===== config.mk =====
export PLATFORM = sky130hd
export DESIGN_NAME = resp_compactor
export DESIGN_NICKNAME = d
export VERILOG_FILES = /design/src/rtl/resp_compactor_pkg.sv /design/src/rtl/resp_rst_sync.sv /design/src/rtl/resp_ones_cnt.sv /design/src/rtl/resp_trans_cnt.sv /design/src/rtl/resp_sig_reg.sv /design/src/rtl/resp_compactor.sv
export SDC_FILE = /design/constraint.sdc
export NUM_CORES = 1
export LEC_CHECK = 0
export ABC_AREA = 1
export BUFFER_PORTS_ARGS = -buffer_cell sky130_fd_sc_hd__buf_2
export CORE_MARGIN = 5
export CORE_UTILIZATION = 55
export CTS_BUF_LIST = sky130_fd_sc_hd__clkbuf_2
export CTS_CLUSTER_SIZE = 40
export DETAILED_ROUTE_END_ITERATION = 16
export PLACE_DENSITY = 0.82
export RECOVER_POWER = 100
export SLEW_MARGIN = 30
export SYNTH_ARGS = -nofsm -noshare
export SYNTH_HDL_FRONTEND = slang
export SYNTH_SLANG_ARGS = --single-unit

===== constraint.sdc =====
create_clock -name clk -period 1.6 [get_ports clk]
set_input_delay 0.32 -clock clk [delete_from_list [all_inputs] [get_ports clk]]
set_output_delay 0.32 -clock clk [all_outputs]
set_load 0.05 [all_outputs]

===== src/rtl/resp_compactor_pkg.sv =====
package resp_compactor_pkg;
  localparam int unsigned CNT_W = 4;
  localparam int unsigned SIG_W = 4;
  // feedback taps: coefficients x^0..x^(SIG_W-1) of the divisor, x^SIG_W implied
  localparam logic [SIG_W-1:0] DIV_TAPS = 4'b0011;
  localparam int unsigned PAR_W = 4;
  localparam int unsigned SYNC_STAGES = 2;
endpackage


===== src/rtl/resp_rst_sync.sv =====
module resp_rst_sync #(
  parameter int unsigned STAGES = 2
) (
  input  logic clk,
  input  logic rst_n,
  output logic rst_sync_n
);
  logic [STAGES-1:0] chain_q;
  logic [STAGES-1:0] chain_d;

  always_comb begin
    chain_d = {chain_q[STAGES-2:0], 1'b1};
  end

  always_ff @(posedge clk or negedge rst_n) begin
    if (!rst_n) chain_q <= '0;
    else        chain_q <= chain_d;
  end

  assign rst_sync_n = chain_q[STAGES-1];
endmodule


===== src/rtl/resp_ones_cnt.sv =====
module resp_ones_cnt #(
  parameter int unsigned W = 4
) (
  input  logic         clk,
  input  logic         rst_n,
  input  logic         en,
  input  logic         bit_i,
  output logic [W-1:0] cnt_o
);
  localparam logic [W-1:0] MAXV = '1;
  logic [W-1:0] cnt_q, cnt_d;
  logic         cnt_ld;

  always_comb begin
    cnt_ld = en && bit_i && (cnt_q != MAXV);
    cnt_d  = cnt_q + 1'b1;
  end

  always_ff @(posedge clk or negedge rst_n) begin
    if (!rst_n)      cnt_q <= '0;
    else if (cnt_ld) cnt_q <= cnt_d;
  end

  assign cnt_o = cnt_q;
endmodule


===== src/rtl/resp_trans_cnt.sv =====
module resp_trans_cnt #(
  parameter int unsigned W = 4
) (
  input  logic         clk,
  input  logic         rst_n,
  input  logic         en,
  input  logic         bit_i,
  output logic [W-1:0] cnt_o
);
  localparam logic [W-1:0] MAXV = '1;
  logic [W-1:0] cnt_q, cnt_d;
  logic         prev_q, seen_q;
  logic         cnt_ld;

  always_comb begin
    cnt_ld = en && seen_q && (bit_i != prev_q) && (cnt_q != MAXV);
    cnt_d  = cnt_q + 1'b1;
  end

  always_ff @(posedge clk or negedge rst_n) begin
    if (!rst_n) begin
      prev_q <= 1'b0;
      seen_q <= 1'b0;
    end else if (en) begin
      prev_q <= bit_i;
      seen_q <= 1'b1;
    end
  end

  always_ff @(posedge clk or negedge rst_n) begin
    if (!rst_n)      cnt_q <= '0;
    else if (cnt_ld) cnt_q <= cnt_d;
  end

  assign cnt_o = cnt_q;
endmodule


===== src/rtl/resp_sig_reg.sv =====
module resp_sig_reg #(
  parameter int unsigned W = 4,
  parameter logic [W-1:0] TAPS = 4'b0011
) (
  input  logic         clk,
  input  logic         rst_n,
  input  logic         en,
  input  logic [W-1:0] din,
  output logic [W-1:0] sig_o
);
  logic [W-1:0] sig_q, sig_d;
  logic         fb;

  assign fb = sig_q[W-1];

  // one division step: multiply remainder by x, reduce, add the input word
  always_comb begin
    sig_d[0] = (TAPS[0] & fb) ^ din[0];
  end

  for (genvar i = 1; i < W; i++) begin : g_stage
    always_comb begin
      sig_d[i] = sig_q[i-1] ^ (TAPS[i] & fb) ^ din[i];
    end
  end

  always_ff @(posedge clk or negedge rst_n) begin
    if (!rst_n)  sig_q <= '0;
    else if (en) sig_q <= sig_d;
  end

  assign sig_o = sig_q;
endmodule


===== src/rtl/resp_compactor.sv =====
module resp_compactor
  import resp_compactor_pkg::*;
(
  input  logic             clk,
  input  logic             rst_n,
  input  logic             valid_i,
  input  logic             sbit_i,
  input  logic [PAR_W-1:0] pword_i,
  output logic [CNT_W-1:0] ones_cnt_o,
  output logic [CNT_W-1:0] trans_cnt_o,
  output logic [SIG_W-1:0] ssig_o,
  output logic [SIG_W-1:0] psig_o
);
  logic             rst_sync_n;
  logic [SIG_W-1:0] s_word;
  logic [SIG_W-1:0] p_word;

  resp_rst_sync #(.STAGES(SYNC_STAGES)) u_rsync (
    .clk(clk), .rst_n(rst_n), .rst_sync_n(rst_sync_n)
  );

  resp_ones_cnt #(.W(CNT_W)) u_ones (
    .clk(clk), .rst_n(rst_sync_n), .en(valid_i), .bit_i(sbit_i), .cnt_o(ones_cnt_o)
  );

  resp_trans_cnt #(.W(CNT_W)) u_trans (
    .clk(clk), .rst_n(rst_sync_n), .en(valid_i), .bit_i(sbit_i), .cnt_o(trans_cnt_o)
  );

  // serial stream enters at the x^0 position only
  always_comb begin
    s_word    = '0;
    s_word[0] = sbit_i;
  end

  // lane i of the word is weighted by x^i
  always_comb begin
    p_word = '0;
    p_word[PAR_W-1:0] = pword_i;
  end

  resp_sig_reg #(.W(SIG_W), .TAPS(DIV_TAPS)) u_ssig (
    .clk(clk), .rst_n(rst_sync_n), .en(valid_i), .din(s_word), .sig_o(ssig_o)
  );

  resp_sig_reg #(.W(SIG_W), .TAPS(DIV_TAPS)) u_psig (
    .clk(clk), .rst_n(rst_sync_n), .en(valid_i), .din(p_word), .sig_o(psig_o)
  );
endmodule


# Word level (Yosys, flattened, before mapping)

Index checks and enable logic that the tools add are counted.
W data, S select, Z words.

Output and inout bits: 16
Register bits after elaboration: 20
Logic and storage cells: 24

Equality and inequality tests: 3
Add/sub/neg operators: 2
Bitwise gates (word level): 7
Reductions and logical operators: 5

Operators with widths:

| kind                  | count |
|---|---|
| $add A4 B1 Y4 const B | 2 |
| $ne A4 B4 Y1 const B  | 2 |
| $xor A1 B1 Y1         | 7 |
| $logic_and A1 B1 Y1   | 5 |
| $ne A1 B1 Y1          | 1 |

# Longest topological paths before layout

Gate-level depths: netlist of run 1.

Depth in word-level cells: 3
Mapped depth: 6
Gate-level depth less buffers: 6

# By module

From an unflattened synthesis of run 1, not the netlist that was laid out.

Cells, all modules: 124
Area total of the unflattened synthesis: 1,026.0 um^2

Modules (own cells, without submodules):

| module         | cells each | seq. area each (um^2) | instances | area an instance (um^2) |
|---|---|---|---|---|
| resp_sig_reg   | 25         | 100.1                 | 2         | 203.9 |
| resp_trans_cnt | 42         | 150.1                 | 1         | 337.8 |
| resp_ones_cnt  | 28         | 100.1                 | 1         | 222.7 |
| resp_rst_sync  | 3          | 50.0                  | 1         | 53.8 |
| resp_compactor | 1          | 0.0                   | 1         | 3.8 |

# Least setup slack after synthesis of run 1

Ideal clock, no wire load.

Path kind: register -> register
Start: register u_ones.cnt_q[0], in the netlist u_ones.cnt_o[0]
End: register u_ones.cnt_q[3], in the netlist u_ones.cnt_o[3]
Path buffers: 0
Arrival time: 1,317 ps
Stages on the path, launching flop included: 7
Slack: 161 ps
Clock period less this slack: 1,439 ps
Data required time: 1,478 ps
Path through: dfrtp_1 ha_1 nand3_1 nand2_2 nor2_1 nor2_1 nor2_1

Cells in the longest elaborated chain, start to end: 2

RTL lines:

| what                                                                  | line                | source |
|---|---|---|
| from (decl)                                                           | resp_ones_cnt.sv:11 | `logic [W-1:0] cnt_q, cnt_d;` |
| from (signal assigned)                                                | resp_ones_cnt.sv:21 | `else if (cnt_ld) cnt_q <= cnt_d;` |
| parallel branches: the longest is 2 deep, another holds $add A4 B1 Y4 | --                  |  |

Parallel ways; which one is timed is not known.
A chain may end at the register's enable or synchronous reset.

# Worst setup path after layout of run 1

Start: register u_psig.sig_q[3], in the netlist u_psig.sig_o[3]
End: output port psig_o[3]

RTL lines:

| what                   | line                 | source |
|---|---|---|
| from (decl)            | resp_sig_reg.sv:11   | `logic [W-1:0] sig_q, sig_d;` |
| from (signal assigned) | resp_sig_reg.sv:29   | `else if (en) sig_q <= sig_d;` |
| to (decl)              | resp_compactor.sv:12 | `output logic [SIG_W-1:0] psig_o` |

No word-level cell between the ends.

==> metrics.md, run 1 <==
| Metric | Value |
|---|---|
| PortBufs | 23 |
| Antenna violations before repair | 0 |
| Worst reg-to-reg path cell count | 5 |
| Final routed wire length divided by cell count | 11.0 um |
| Chip width | 51.3 um |
| Layout cells sized above 1 | 0.225 |
| Crit share post-route | 0.861 |
| Cell Area, Synth | 937 um2 |
| Cell Chain, Critical Path | clkbuf_2 |
| R2r setup slk | 0.35 ns |
| CP arrival | 1.06 ns |
| Num ports | 24 |
| Post-CTS Hold Fix Bufs | 1 |
| First-pass GRT wire length | 2990 um |
| # clock sinks | 20 |
| Critical path startpoint | u_psig.sig_o[3] |
| CP Buf/Inv Count | 1 |
| Vias in the first global route | 744 |
| CP top delay family | flip-flops |
| Slew headroom | 0.538 |
| Setup bufs post-CTS | 0 |
| Sequential share of the synthesized area | 0.534 |
| TritonCTS buffer count | 3 |
| Slew Viols, Final | 0 |
| Tmin final | 1.38 ns |
| Aggregate global-route resource usage | 0.147 |
| Die Ht | 51.3 um |
| Largest stage delay on the critical path | 0.46 ns |
| Peak VDD IR | 1.28 mV |
| Most area-consuming cells after synthesis | dfrtp_1 53%, nand2_1 10%, xnor2_1 6.5% |
| Endpoint type of the worst setup path | output pin |
| Largest net degree at the start of global routing | 19 |
| Distinct cells, synth | 21 |
| # DRC | 0 |
| F_max | 726 MHz |
| Detailed-route wire length | 1600 um |
| Post-synthesis area per instance | 9.01 um2 |
| Worst reg2reg path endpoint | u_trans.cnt_o[1] |
| Clock Latency Late Sink | 0.29 ns |
| Worst-Margin Slew | 0.694 ns |
| #FFs+latches synth | 20 |
| Crit path launch type | register |
| Worst Hold Class | register to async pin |
| Slowest cell on crit path | dfrtp_1 |
| Top cell type by total area after synthesis | dfrtp_1 |
| Detailed placement HPWL | 1220 um |
| Warnings from Yosys | 0 |
| Required @ worst endpoint | 1.28 ns |
| RSZ-0062 raised after global routing | false |
| Max cap viols | 0 |
| Clk_skew | 0.00298 ns |
| Iteration count of the initial detailed-routing pass | 3 |
| Core area | 1670 um2 |
| # diodes | 0 |
| Outcome | finished, final reports clean |
| GRT Residual Overflow | 0 |
| PD cells | 1950 nW/um2 |
| CTS tree | done |
| Crit path to | psig_o[3] |
| DP Area | 1050 um2 |
| Post-synth top area share | 0.534 |
| CP Max Fanout | 5 |
| Initial drt markers | 8 |
| Root buffer cell | clkbuf_2 |
| Fin. Hold Viols | 0 |
| Initial core utilization | 0.561 |
| Nets | 140 |
| Syn-to-layout area delta | 14.4% |
| Rows | 15 |
| Syn nets | 114 |
| Fin area | 1070 um2 |
| CTS resizes | 0 |
| Final ANT Viol Nets | 0 |
| Vias/cell | 5.08 |
| Gp weighted congestion | 0.745 |
| Setup TNS | 0 ns |
| Vias | 741 |
| Levels on crit path | 1 |
| CTS HTree Levels | 1 |
| Kind of critical path | register to output pin |
| Power, Total | 2090 uW |
| Clock Path Buffers | 2 |
| P_leak | 0.000558 uW |
| Final setup vio count | 0 |
| R2R Path Start | u_trans.cnt_o[0] |
| Mapped Cells | 104 |
| Die Area | 2630 um2 |
| Clk pin slew, worst setup/hold paths | 0.18 ns |
-- area by class of cell --
type                    instances  area, um2
fillers                       165        598
flip-flops and latches         20        500
multi-input cells              70        368
repair buffers                 24        123
inverters                      11       41.3
well taps                      17       21.3
clock buffers                   3       15.0
clock inverters                 1       3.75
-- metal layers --
metal / GRT usage / vias up / wire, um
met3: 0.0262 / 2 / 59
met4: 0.0524 / 0 / 12
met5: 0 / - / 0
met2: 0.258 / 13 / 779
li1: - / 378 / -
met1: 0.179 / 348 / 749
-- power by group --
part	internal [uW]	switching, uW	leakage (uW)
sequential	665	179	0.000240
combinational	260	788	0.000304
clock	54.4	145	0.0000140
total	979	1110	0.000558
-- worst reg2reg max path: stages, from the launching register on --
cell and delay, ns:
dfrtp_1 0.46, ha_1 0.23, nand3_1 0.21, nand3_1 0.15
nand2_1 0.08, nand2_1 0.05
-- stage by stage --
| step | cells | util | hold WS [ns] | setup WS (ns) |
|---|---|---|---|---|
| floorplan | 104 | - | 0.0244 | 0.161 |
| global placement | 141 | 0.631 | 0.106 | 0.440 |
| detailed placement | 141 | 0.631 | 0.107 | 0.401 |
| CTS | 146 | 0.648 | 0.273 | 0.219 |
| global route | 146 | 0.642 | 0.277 | 0.133 |
| finish | 146 | 0.642 | 0.291 | 0.222 |
-- registers in the layout (all words and copies together), names as in the netlist --
signal           count
u_ones.cnt_o         4
u_psig.sig_o         4
u_trans.cnt_o        4
u_trans.prev_q       1
u_rsync.chain_q      2
u_ssig.sig_o         4
u_trans.seen_q       1
-- cells in the final DEF (no fill, tap or decap), types with 2 or more instances in the layout --
| master | netlist | final |
|---|---|---|
| nand2_2 | 3 | 2 |
| nor2_1 | 5 | 5 |
| buf_2 | 1 | 5 |
| xnor2_1 | 7 | 7 |
| inv_1 | 10 | 10 |
| dfrtp_1 | 20 | 20 |
| clkbuf_2 | 0 | 19 |
| ha_1 | 2 | 2 |
| nand2_1 | 26 | 27 |
| nand4_1 | 4 | 4 |
| o21ai_0 | 5 | 7 |
| clkbuf_1 | 0 | 2 |
| nand3_1 | 9 | 10 |
-- cell usage after synthesis --
| master | instances |
|---|---|
| nand2_1 | 26 |
| dfrtp_1 | 20 |
| inv_1 | 10 |
| nand3_1 | 9 |
| xnor2_1 | 7 |
| nor2_1 | 5 |
| o21ai_0 | 5 |
| nand4_1 | 4 |
| nand2_2 | 3 |
| buf_4 | 2 |
| ha_1 | 2 |
| o21ai_1 | 2 |
| a21oi_1 | 1 |
| buf_2 | 1 |
| conb_1 | 1 |
| inv_2 | 1 |
| nand3_2 | 1 |
| nand3b_1 | 1 |
| nor2_4 | 1 |
| nor3_1 | 1 |
| or2_2 | 1 |
-- worst min-delay path by stage --
stage / startpoint / endpoint / cells after the start
floorplan: rst_n / u_rsync.chain_q[0] / 0
global placement: rst_n / u_rsync.chain_q[0] / 1
detailed placement: rst_n / u_rsync.chain_q[0] / 1
CTS: pword_i[3] / u_psig.sig_o[3] / 3
global route: sbit_i / u_trans.prev_q / 3
finish: u_rsync.chain_q[1] / u_trans.prev_q / 0
-- cell families after synthesis --
kind of cell    count (synthesis)  synth area share
simple gates                   52             0.262
flops                          20             0.534
buf+inv                        14            0.0654
compound gates                  8            0.0427
xor+xnor                        7            0.0654
fa+ha+maj                       2            0.0267
other cells                     1           0.00400
No activity file was read; power rests on OpenSTA's default activity.
==> inputs of run 2 (changes only) <==
--- a/config.mk
+++ b/config.mk
@@ -7,12 +7,12 @@
 export LEC_CHECK = 0
 export ABC_AREA = 1
 export BUFFER_PORTS_ARGS = -buffer_cell sky130_fd_sc_hd__buf_2
-export CORE_MARGIN = 5
+export CORE_MARGIN = 2
 export CORE_UTILIZATION = 55
 export CTS_BUF_LIST = sky130_fd_sc_hd__clkbuf_2
 export CTS_CLUSTER_SIZE = 40
 export DETAILED_ROUTE_END_ITERATION = 16
-export PLACE_DENSITY = 0.82
+export PLACE_DENSITY = 0.91
 export RECOVER_POWER = 100
 export SLEW_MARGIN = 30
 export SYNTH_ARGS = -nofsm -noshare
==> metrics.md, run 2 (synthesized netlist as in run 1, its figures left out) <==
| Metric | Value |
|---|---|
| CP arrival | 1.14 ns |
| Die Area | 2050 um2 |
| Tmin final | 1.46 ns |
| Syn-to-layout area delta | 14.3% |
| Core area | 1560 um2 |
| TritonCTS buffer count | 3 |
| Clock Latency Late Sink | 0.30 ns |
| P_leak | 0.000555 uW |
| Final routed wire length divided by cell count | 11.4 um |
| Iteration count of the initial detailed-routing pass | 4 |
| Gp weighted congestion | 0.777 |
| Peak VDD IR | 1.11 mV |
| First-pass GRT wire length | 2910 um |
| Endpoint type of the worst setup path | output pin |
| Layout cells sized above 1 | 0.227 |
| CTS HTree Levels | 1 |
| Clock Path Buffers | 2 |
| Detailed placement HPWL | 1270 um |
| GRT Residual Overflow | 0 |
| # diodes | 0 |
| Fin. Hold Viols | 0 |
| Clk_skew | 0.00624 ns |
| CTS resizes | 0 |
| CTS tree | done |
| Hold path depth | 3 |
| Largest stage delay on the critical path | 0.46 ns |
| RSZ-0062 raised after global routing | false |
| Antenna violations before repair | 0 |
| Die Ht | 45.3 um |
| Slowest cell on crit path | clkbuf_1 |
| Levels on crit path | 1 |
| Cell Chain, Critical Path | clkbuf_1 |
| Outcome | finished, final reports clean |
| Vias/cell | 5.23 |
| # clock sinks | 20 |
| Initial drt markers | 6 |
| Initial core utilization | 0.601 |
| CP Buf/Inv Count | 1 |
| F_max | 687 MHz |
| Setup TNS | 0 ns |
| Clk pin slew, worst setup/hold paths | 0.17 ns |
| Chip width | 45.3 um |
| Nets | 140 |
| Worst Hold Class | input port to register |
| Detailed-route wire length | 1640 um |
| Crit path launch type | register |
| Most frequent cells in the layout | 27 x nand2_1, 20 x dfrtp_1, 18 x clkbuf_2 |
| Slew headroom | 0.533 |
| Num ports | 24 |
| CP Max Fanout | 2 |
| Power, Total | 2090 uW |
| Vias | 753 |
| Slew Viols, Final | 0 |
| Final setup vio count | 0 |
| Final ANT Viol Nets | 0 |
| Worst reg-to-reg path cell count | 5 |
| Root buffer cell | clkbuf_2 |
| Crit share post-route | 0.910 |
| PD cells | 1950 nW/um2 |
| Max cap viols | 0 |
| Commonest non-fill, non-tap cell in the layout | nand2_1 |
| Aggregate global-route resource usage | 0.195 |
| Kind of critical path | register to output pin |
| Worst-Margin Slew | 0.701 ns |
| PortBufs | 23 |
| Rows | 14 |
| Vias in the first global route | 693 |
| CP top delay family | buffers and inverters |
| # DRC | 0 |
| Largest net degree at the start of global routing | 19 |
| Required @ worst endpoint | 1.28 ns |
==> run 2: changes by cell type in the layout (fill, tap and decap cells not counted), sizes merged <==
cell / change
clkinv: -1
==> run 2: per-stage QoR <==
stage | hold slack [ns] | cells | worst slack, ns | utilization | instance area (um2)
floorplan | 0.0244 | 104 | 0.161 | - | 937
global placement | 0.106 | 140 | 0.447 | 0.675 | 1050
detailed placement | 0.106 | 140 | 0.392 | 0.675 | 1050
CTS | 0.272 | 144 | 0.227 | 0.691 | 1080
global route | 0.271 | 144 | 0.101 | 0.687 | 1070
finish | 0.272 | 144 | 0.144 | 0.687 | 1070
==> run 2: final timing paths <==
check	slack [ns]	end	start
min reg2reg	0.30	u_psig.sig_o[1]	u_rsync.chain_q[1]
max	0.14	ssig_o[2]	u_ssig.sig_o[2]
min in group asynchronous	0.29	u_rsync.chain_q[0]	rst_n
max in group asynchronous	0.86	u_trans.prev_q	u_rsync.chain_q[1]
max reg2reg	0.32	u_ones.cnt_o[3]	u_ones.cnt_o[0]
min	0.27	u_psig.sig_o[0]	pword_i[0]
==> run 2: timing repair <==
item,CTS,global route
endpoints found under the setup margin,0,0
hold buffers,1,0
endpoints found under the hold margin,2,0
setup buffers,0,0
==> run 2: final cells by class <==
cell class / count / area, um2
inverter: 11 / 41.3
timing repair buffer: 24 / 121
sequential: 20 / 500
tap: 16 / 20.0
multi-input combinational: 70 / 373
clock buffer: 3 / 15.0
fill: 126 / 488
==> run 2: power breakdown <==
group	internal, uW	switching [uW]	leakage, uW	total [uW]
combinational	261	796	0.000303	1060
clock	51.1	141	0.0000125	192
sequential	665	179	0.000240	844
total	977	1120	0.000555	2090
==> run 2: metal layers <==
layer	global-route usage	vias up	routed length, um
met5	0	-	0
met4	0.106	0	31
met3	0.0240	5	58
met2	0.311	16	797
met1	0.258	353	751
li1	-	379	-
